===== config.mk =====
export PLATFORM = sky130hd
export DESIGN_NAME = cal_rtc
export DESIGN_NICKNAME = d
export VERILOG_FILES = /design/src/rtl/cal_pkg.sv /design/src/rtl/cal_commit_fsm.sv /design/src/rtl/cal_time_unit.sv /design/src/rtl/cal_date_unit.sv /design/src/rtl/cal_rtc.sv
export SDC_FILE = /design/constraint.sdc
export NUM_CORES = 1
export LEC_CHECK = 0
export BUFFER_PORTS_ARGS = -buffer_cell sky130_fd_sc_hd__buf_4
export CAP_MARGIN = 0
export CORE_ASPECT_RATIO = 0.9
export CORE_MARGIN = 1.5
export CORE_UTILIZATION = 50
export CTS_CLUSTER_SIZE = 16
export DETAILED_ROUTE_END_ITERATION = 8
export GPL_TIMING_DRIVEN = 0
export PLACE_DENSITY = 0.74
export SETUP_SLACK_MARGIN = 0.4
export SYNTH_ARGS = -nofsm -noshare
export SYNTH_HDL_FRONTEND = slang
export SYNTH_HIERARCHICAL = 1
export SYNTH_SLANG_ARGS = --single-unit
export TNS_END_PERCENT = 5

===== constraint.sdc =====
create_clock -name clk -period 3.1 [get_ports clk]
set_input_delay 0.31 -clock clk [delete_from_list [all_inputs] [get_ports clk]]
set_output_delay 0.31 -clock clk [all_outputs]
set_load 0.05 [all_outputs]

===== src/rtl/cal_pkg.sv =====
package cal_pkg;

    typedef struct packed {
        logic [4:0] hr;
        logic [5:0] mn;
        logic [5:0] sc;
    } hms_t;

    typedef struct packed {
        logic       leap;
        logic [5:0] yr;
        logic [3:0] mo;
        logic [4:0] dy;
    } ymd_t;

    typedef enum logic [1:0] {
        CM_IDLE,
        CM_HOLD,
        CM_APPLY
    } cm_state_t;

    localparam int TBUSY_BIT = 8;
    localparam int DBUSY_BIT = 7;
    localparam int W_DATE    = 0;
    localparam int W_TIME    = 1;
    localparam int N_WORDS   = 2;

    localparam ymd_t DATE_AT_RESET = '{leap: 1'b0, yr: 6'd0, mo: 4'd1, dy: 5'd1};

    function automatic logic [4:0] month_days(input logic [3:0] mo, input logic leap);
        logic [4:0] n;
        unique case (mo)
            4'd2:                       n = leap ? 5'd29 : 5'd28;
            4'd4, 4'd6, 4'd9, 4'd11:    n = 5'd30;
            default:                    n = 5'd31;
        endcase
        return n;
    endfunction

    function automatic logic [31:0] pack_hms(input hms_t t);
        return {11'd0, t.hr, 2'd0, t.mn, 2'd0, t.sc};
    endfunction

    function automatic logic [31:0] pack_ymd(input ymd_t d);
        return {9'd0, d.leap, d.yr, 4'd0, d.mo, 3'd0, d.dy};
    endfunction

    function automatic hms_t unpack_hms(input logic [31:0] w);
        hms_t t;
        t.hr = w[20:16];
        t.mn = w[13:8];
        t.sc = w[5:0];
        return t;
    endfunction

    function automatic ymd_t unpack_ymd(input logic [31:0] w);
        ymd_t d;
        d.leap = w[22];
        d.yr   = w[21:16];
        d.mo   = w[11:8];
        d.dy   = w[4:0];
        return d;
    endfunction

endpackage


===== src/rtl/cal_commit_fsm.sv =====
module cal_commit_fsm
    import cal_pkg::*;
#(
    parameter int COMMIT_CYC = 2
) (
    input  logic clk,
    input  logic rst_n,
    input  logic wr_req,
    output logic busy,
    output logic apply
);
    localparam int CW = $clog2(COMMIT_CYC) + 1;
    localparam logic [CW-1:0] LAST = CW'(COMMIT_CYC - 1);

    cm_state_t       state_q, state_d;
    logic [CW-1:0]   hold_cnt;

    always_ff @(posedge clk or negedge rst_n) begin
        if (!rst_n) state_q <= CM_IDLE;
        else        state_q <= state_d;
    end

    always_ff @(posedge clk or negedge rst_n) begin
        if (!rst_n)                 hold_cnt <= '0;
        else if (state_q == CM_HOLD) hold_cnt <= hold_cnt + 1'b1;
        else                        hold_cnt <= '0;
    end

    always_comb begin
        state_d = state_q;
        unique case (state_q)
            CM_IDLE:  if (wr_req) state_d = CM_HOLD;
            CM_HOLD:  if (hold_cnt == LAST) state_d = CM_APPLY;
            CM_APPLY: state_d = CM_IDLE;
            default:  state_d = CM_IDLE;
        endcase
    end

    always_comb begin
        busy  = (state_q != CM_IDLE);
        apply = (state_q == CM_APPLY);
    end

endmodule


===== src/rtl/cal_time_unit.sv =====
module cal_time_unit
    import cal_pkg::*;
(
    input  logic clk,
    input  logic rst_n,
    input  logic tick,
    input  logic load,
    input  hms_t load_val,
    output hms_t cur,
    output logic day_step
);
    logic sc_end, mn_end, hr_end;

    always_comb begin
        sc_end   = (cur.sc >= 6'd59);
        mn_end   = (cur.mn >= 6'd59);
        hr_end   = (cur.hr >= 5'd23);
        day_step = tick && !load && sc_end && mn_end && hr_end;
    end

    always_ff @(posedge clk or negedge rst_n) begin
        if (!rst_n) begin
            cur <= '0;
        end else if (load) begin
            cur <= load_val;
        end else if (tick) begin
            if (!sc_end) begin
                cur.sc <= cur.sc + 6'd1;
            end else begin
                cur.sc <= '0;
                if (!mn_end) begin
                    cur.mn <= cur.mn + 6'd1;
                end else begin
                    cur.mn <= '0;
                    cur.hr <= hr_end ? 5'd0 : cur.hr + 5'd1;
                end
            end
        end
    end

endmodule


===== src/rtl/cal_date_unit.sv =====
module cal_date_unit
    import cal_pkg::*;
(
    input  logic clk,
    input  logic rst_n,
    input  logic step,
    input  logic load,
    input  ymd_t load_val,
    output ymd_t cur
);
    logic [5:0] yr_next;
    logic       month_end, year_end;

    always_comb begin
        month_end = (cur.dy >= month_days(cur.mo, cur.leap));
        year_end  = (cur.mo >= 4'd12);
        yr_next   = cur.yr + 6'd1;
    end

    always_ff @(posedge clk or negedge rst_n) begin
        if (!rst_n) begin
            cur <= DATE_AT_RESET;
        end else if (load) begin
            cur <= load_val;
        end else if (step) begin
            if (!month_end) begin
                cur.dy <= cur.dy + 5'd1;
            end else begin
                cur.dy <= 5'd1;
                if (!year_end) begin
                    cur.mo <= cur.mo + 4'd1;
                end else begin
                    cur.mo   <= 4'd1;
                    cur.yr   <= yr_next;
                    cur.leap <= (yr_next[1:0] == 2'd2);
                end
            end
        end
    end

endmodule


===== src/rtl/cal_rtc.sv =====
module cal_rtc
    import cal_pkg::*;
#(
    parameter int COMMIT_CYC = 2,
    parameter int ADDR_W     = 8,
    parameter logic [ADDR_W-1:0] CTRL_OFS = 'h00,
    parameter logic [ADDR_W-1:0] DATE_OFS = 'h10,
    parameter logic [ADDR_W-1:0] TIME_OFS = 'h14
) (
    input  logic              clk,
    input  logic              rst_n,
    input  logic              tick,
    input  logic              bus_we,
    input  logic [ADDR_W-1:0] bus_addr,
    input  logic [31:0]       bus_wdata,
    output logic [31:0]       bus_rdata
);
    logic [N_WORDS-1:0] wr_hit, wr_req, busy, apply;
    hms_t  pend_t, cur_t;
    ymd_t  pend_d, cur_d;
    logic  day_step;
    logic [31:0] time_word, date_word;
    logic  unused_wdata;

    assign unused_wdata = ^{bus_wdata[31:23], bus_wdata[15:14], bus_wdata[7:6]};

    assign wr_hit[W_TIME] = bus_we && (bus_addr == TIME_OFS);
    assign wr_hit[W_DATE] = bus_we && (bus_addr == DATE_OFS);
    assign wr_req         = wr_hit & ~busy;

    for (genvar g = 0; g < N_WORDS; g++) begin : g_commit
        cal_commit_fsm #(.COMMIT_CYC(COMMIT_CYC)) u_fsm (
            .clk    (clk),
            .rst_n  (rst_n),
            .wr_req (wr_req[g]),
            .busy   (busy[g]),
            .apply  (apply[g])
        );
    end

    always_ff @(posedge clk or negedge rst_n) begin
        if (!rst_n) begin
            pend_t <= '0;
            pend_d <= DATE_AT_RESET;
        end else begin
            if (wr_req[W_TIME]) pend_t <= unpack_hms(bus_wdata);
            if (wr_req[W_DATE]) pend_d <= unpack_ymd(bus_wdata);
        end
    end

    cal_time_unit u_time (
        .clk      (clk),
        .rst_n    (rst_n),
        .tick     (tick),
        .load     (apply[W_TIME]),
        .load_val (pend_t),
        .cur      (cur_t),
        .day_step (day_step)
    );

    cal_date_unit u_date (
        .clk      (clk),
        .rst_n    (rst_n),
        .step     (day_step),
        .load     (apply[W_DATE]),
        .load_val (pend_d),
        .cur      (cur_d)
    );

    assign time_word = pack_hms(cur_t);
    assign date_word = pack_ymd(cur_d);

    always_comb begin
        bus_rdata = '0;
        if (bus_addr == TIME_OFS) begin
            bus_rdata = time_word;
        end else if (bus_addr == DATE_OFS) begin
            bus_rdata = date_word;
        end else if (bus_addr == CTRL_OFS) begin
            bus_rdata[TBUSY_BIT] = busy[W_TIME];
            bus_rdata[DBUSY_BIT] = busy[W_DATE];
        end
    end

endmodule


==> run summary <==
Starting Density - 0.520
Hold Buf Count CTS - 0
FP Rows - 31
I/O pins - 76
cell area after layout - 5130 um2
Finished Core Util - 0.630
# setup viols final - 0
commonest cells after routing, fill and taps aside - buf_4 (78), dfrtp_1 (65), nor2_1 (37), mux2_2 (35), nand2_1 (21)
core box area - 8150 um2
MaxCap Viol Count - 0
Crit. End Element - register
Ys Warns - 6
Worst Skew - 0.00836 ns
clk slew on worst S/H paths - 0.07 ns
Arr. time, crit path - 2.88 ns
largest cells by area after synthesis - dfrtp_1 (41%), mux2_2 (9.3%), ha_1 (4.1%)
peak supply drop - 281 uV
global-route wire length before repair - 17.1 mm
Worst Hold Class - in2async
register area share after synthesis - 0.439
synthesis-stage register bit count - 74
Tot GR Track Use - 0.244
initial antenna violation count - 0
Tcrit/Tclk final - 0.853
Max stage delay on crit path - 0.43 ns
worst path cell trace - ha_4 > a21o_1 > a21oi_1 > nor4_4 > buf_4 > inv_2 > or3b_1 > clkbuf_4 > o31a_1 > o31a_1
DP Cell Count - 571
Slew Viols, Final - 0
clock buffer count from CTS - 9
pwr dens - 440 nW/um2
fillers - 705
synth unique cells - 61
initial DRC count - 205
Routability Congestion - 0.894
final cell count without fillers - 602
Vias - 3,490
Avg Cell Area, Syn - 10.3 um2
Avg WL per Cell - 17.3 um
layout cells sized above 1 - 0.308
insertion delay to the later sink of the worst-skew pair - 0.35 ns
status - completed
clock sink total - 74
register area - 1860 um2
Netlist Area Pre-Place - 4230 um2
post-DP HPWL - 7.50 mm
grt ovf - 0
largest area contributor in the netlist - dfrtp_1
largest net degree at the start of global routing - 75
post-synthesis cell count - 413
Root Buffer - clkbuf_8
NumNets Final - 556
Post-synth EDFFs - 0
setup TNS - 0 ns
Final Hold Viols - 0
RSZ-0062 raised after global routing - true
Die W - 100 um
Crit path required time - 3.33 ns
antenna-violating nets left - 0
slowest stage cell, crit path - dfrtp_2
Worst-Margin Slew - 0.940 ns
crit-path max FO - 8
drt total wl - 10.4 mm
first-pass detailed-route iteration total - 5
CTS tree - built
Max Root-Sink Buffers - 2
startpoint types - register
class of the most critical setup path - reg2reg
commonest non-fill, non-tap cell in the layout - buf_4
maximum clock frequency - 378 MHz
Die ar. - 9030 um2
share of the synthesized area in the top cell type - 0.414
fin crit period - 2.64 ns
Layout Area Growth over Synthesis - 21.2%
CP dominant cell by count - o31a_1
number of port buffers - 48
multi-input logic area - 2210 um2
Vias/cell - 5.80
CTS H-Tree Depth - 3
drt drc - 0
vias in the first global route - 3,446
most common flop cell mapped by yosys - dfrtp_1
n_diodes - 0
Worst slew margin - 0.373
Die Ht - 90.3 um
Leak - 2.41 nW
share of synthesized registers carrying an async set or reset - 1.00
Post-DP Area - 4760 um2
## cell usage after synthesis, types with 3 or more instances
library cell	n
mux2_2	35
o211ai_1	7
dfstp_2	4
inv_1	15
nand4_1	5
dfrtp_1	70
nand2b_1	14
or4_1	3
a22o_1	3
o31a_1	8
xor2_1	3
o31ai_1	5
o2111ai_1	3
a21o_1	5
nor2b_1	7
a21oi_1	19
buf_6	3
buf_4	14
nor2_1	37
clkbuf_1	10
a2bb2oi_1	4
nor3_1	3
ha_1	14
and3_1	6
nor4_1	7
mux2i_1	16
a22oi_1	3
nor3b_1	5
a31oi_1	6
o21ai_0	16
nand3_1	8
nand2_1	21
## what timing repair did
item	4_1_cts	5_1_grt
gates resized for setup	13	18
setup buffers	6	9
pin swaps	1	6
endpoints found under the setup margin	16	13
## power by group
part	internal, mW	switching, mW
Combinational	0.209	0.220
Clock	0.337	0.334
Sequential	1.05	0.104
Total	1.60	0.659
## stage by stage
stage                     hold slack [ns]  worst slack [ns]  total power, mW
after floorplan                    0.0144             0.517             1.41
after global placement              0.421           -0.0313             1.52
after detailed placement            0.426           -0.0785             1.54
after CTS                           0.136             0.387             2.24
after global routing                0.177             0.368             2.37
final                              0.0796             0.456             2.26
## cell type report
type,count,share of cell area
repair buffers,63,0.0929
well taps,99,0.0241
multi-input cells,302,0.431
inverters,16,0.0117
plain buffers,32,0.0436
flip-flops and latches,74,0.363
clock buffers,16,0.0332
## path summary, 6_finish.rpt
check	startpoint	end	slack (ns)	depth (start not counted)
max reg2reg	u_time/cur[13]	u_date/cur[12]	0.46	10
min	rst_n	pend_d[1]	0.08	1
max	u_time/cur[13]	u_date/cur[12]	0.46	10
max in group asynchronous	rst_n	u_time/cur[13]	2.33	1
min in group clk	bus_wdata[22]	pend_d[15]	0.19	2
min reg2reg	g_commit[0].u_fsm/hold_cnt[0]	g_commit[0].u_fsm/hold_cnt[0]	0.43	1
## registers in the layout, summed over array words and instances, names as in the netlist
name / count
u_time/cur: 17
g_commit.u_fsm/hold_cnt: 4
pend_t: 17
u_date/cur: 16
g_commit.u_fsm/state_q: 4
pend_d: 16
## metal layers
layer,share of wire,global-route usage,vias up
met3,0.053,0.0573,15
met5,0,0,-
met1,0.45,0.328,1713
li1,-,-,1653
met4,0.015,0.0739,0
met2,0.48,0.392,109
## cell families after synthesis
group / Yosys count / share of synthesized area
AND/OR/NAND/NOR: 131 / 0.172
AO/OA/AOI/OAI: 90 / 0.146
flip-flops: 74 / 0.439
multiplexers: 51 / 0.131
buffers and inverters: 48 / 0.0615
adder cells (fa/ha/maj): 14 / 0.0414
XOR/XNOR: 4 / 0.00828
other: 1 / 0.000886
## critical path: cells and delay by family (launching register included)
family                   cells  cell delay, ns
AND/OR/NAND/NOR              2            0.73
flip-flops                   1            0.43
buffers and inverters        3            0.43
AO/OA/AOI/OAI                4            0.76
adder cells (fa/ha/maj)      1            0.18
No activity file was read; power rests on OpenSTA's default activity.
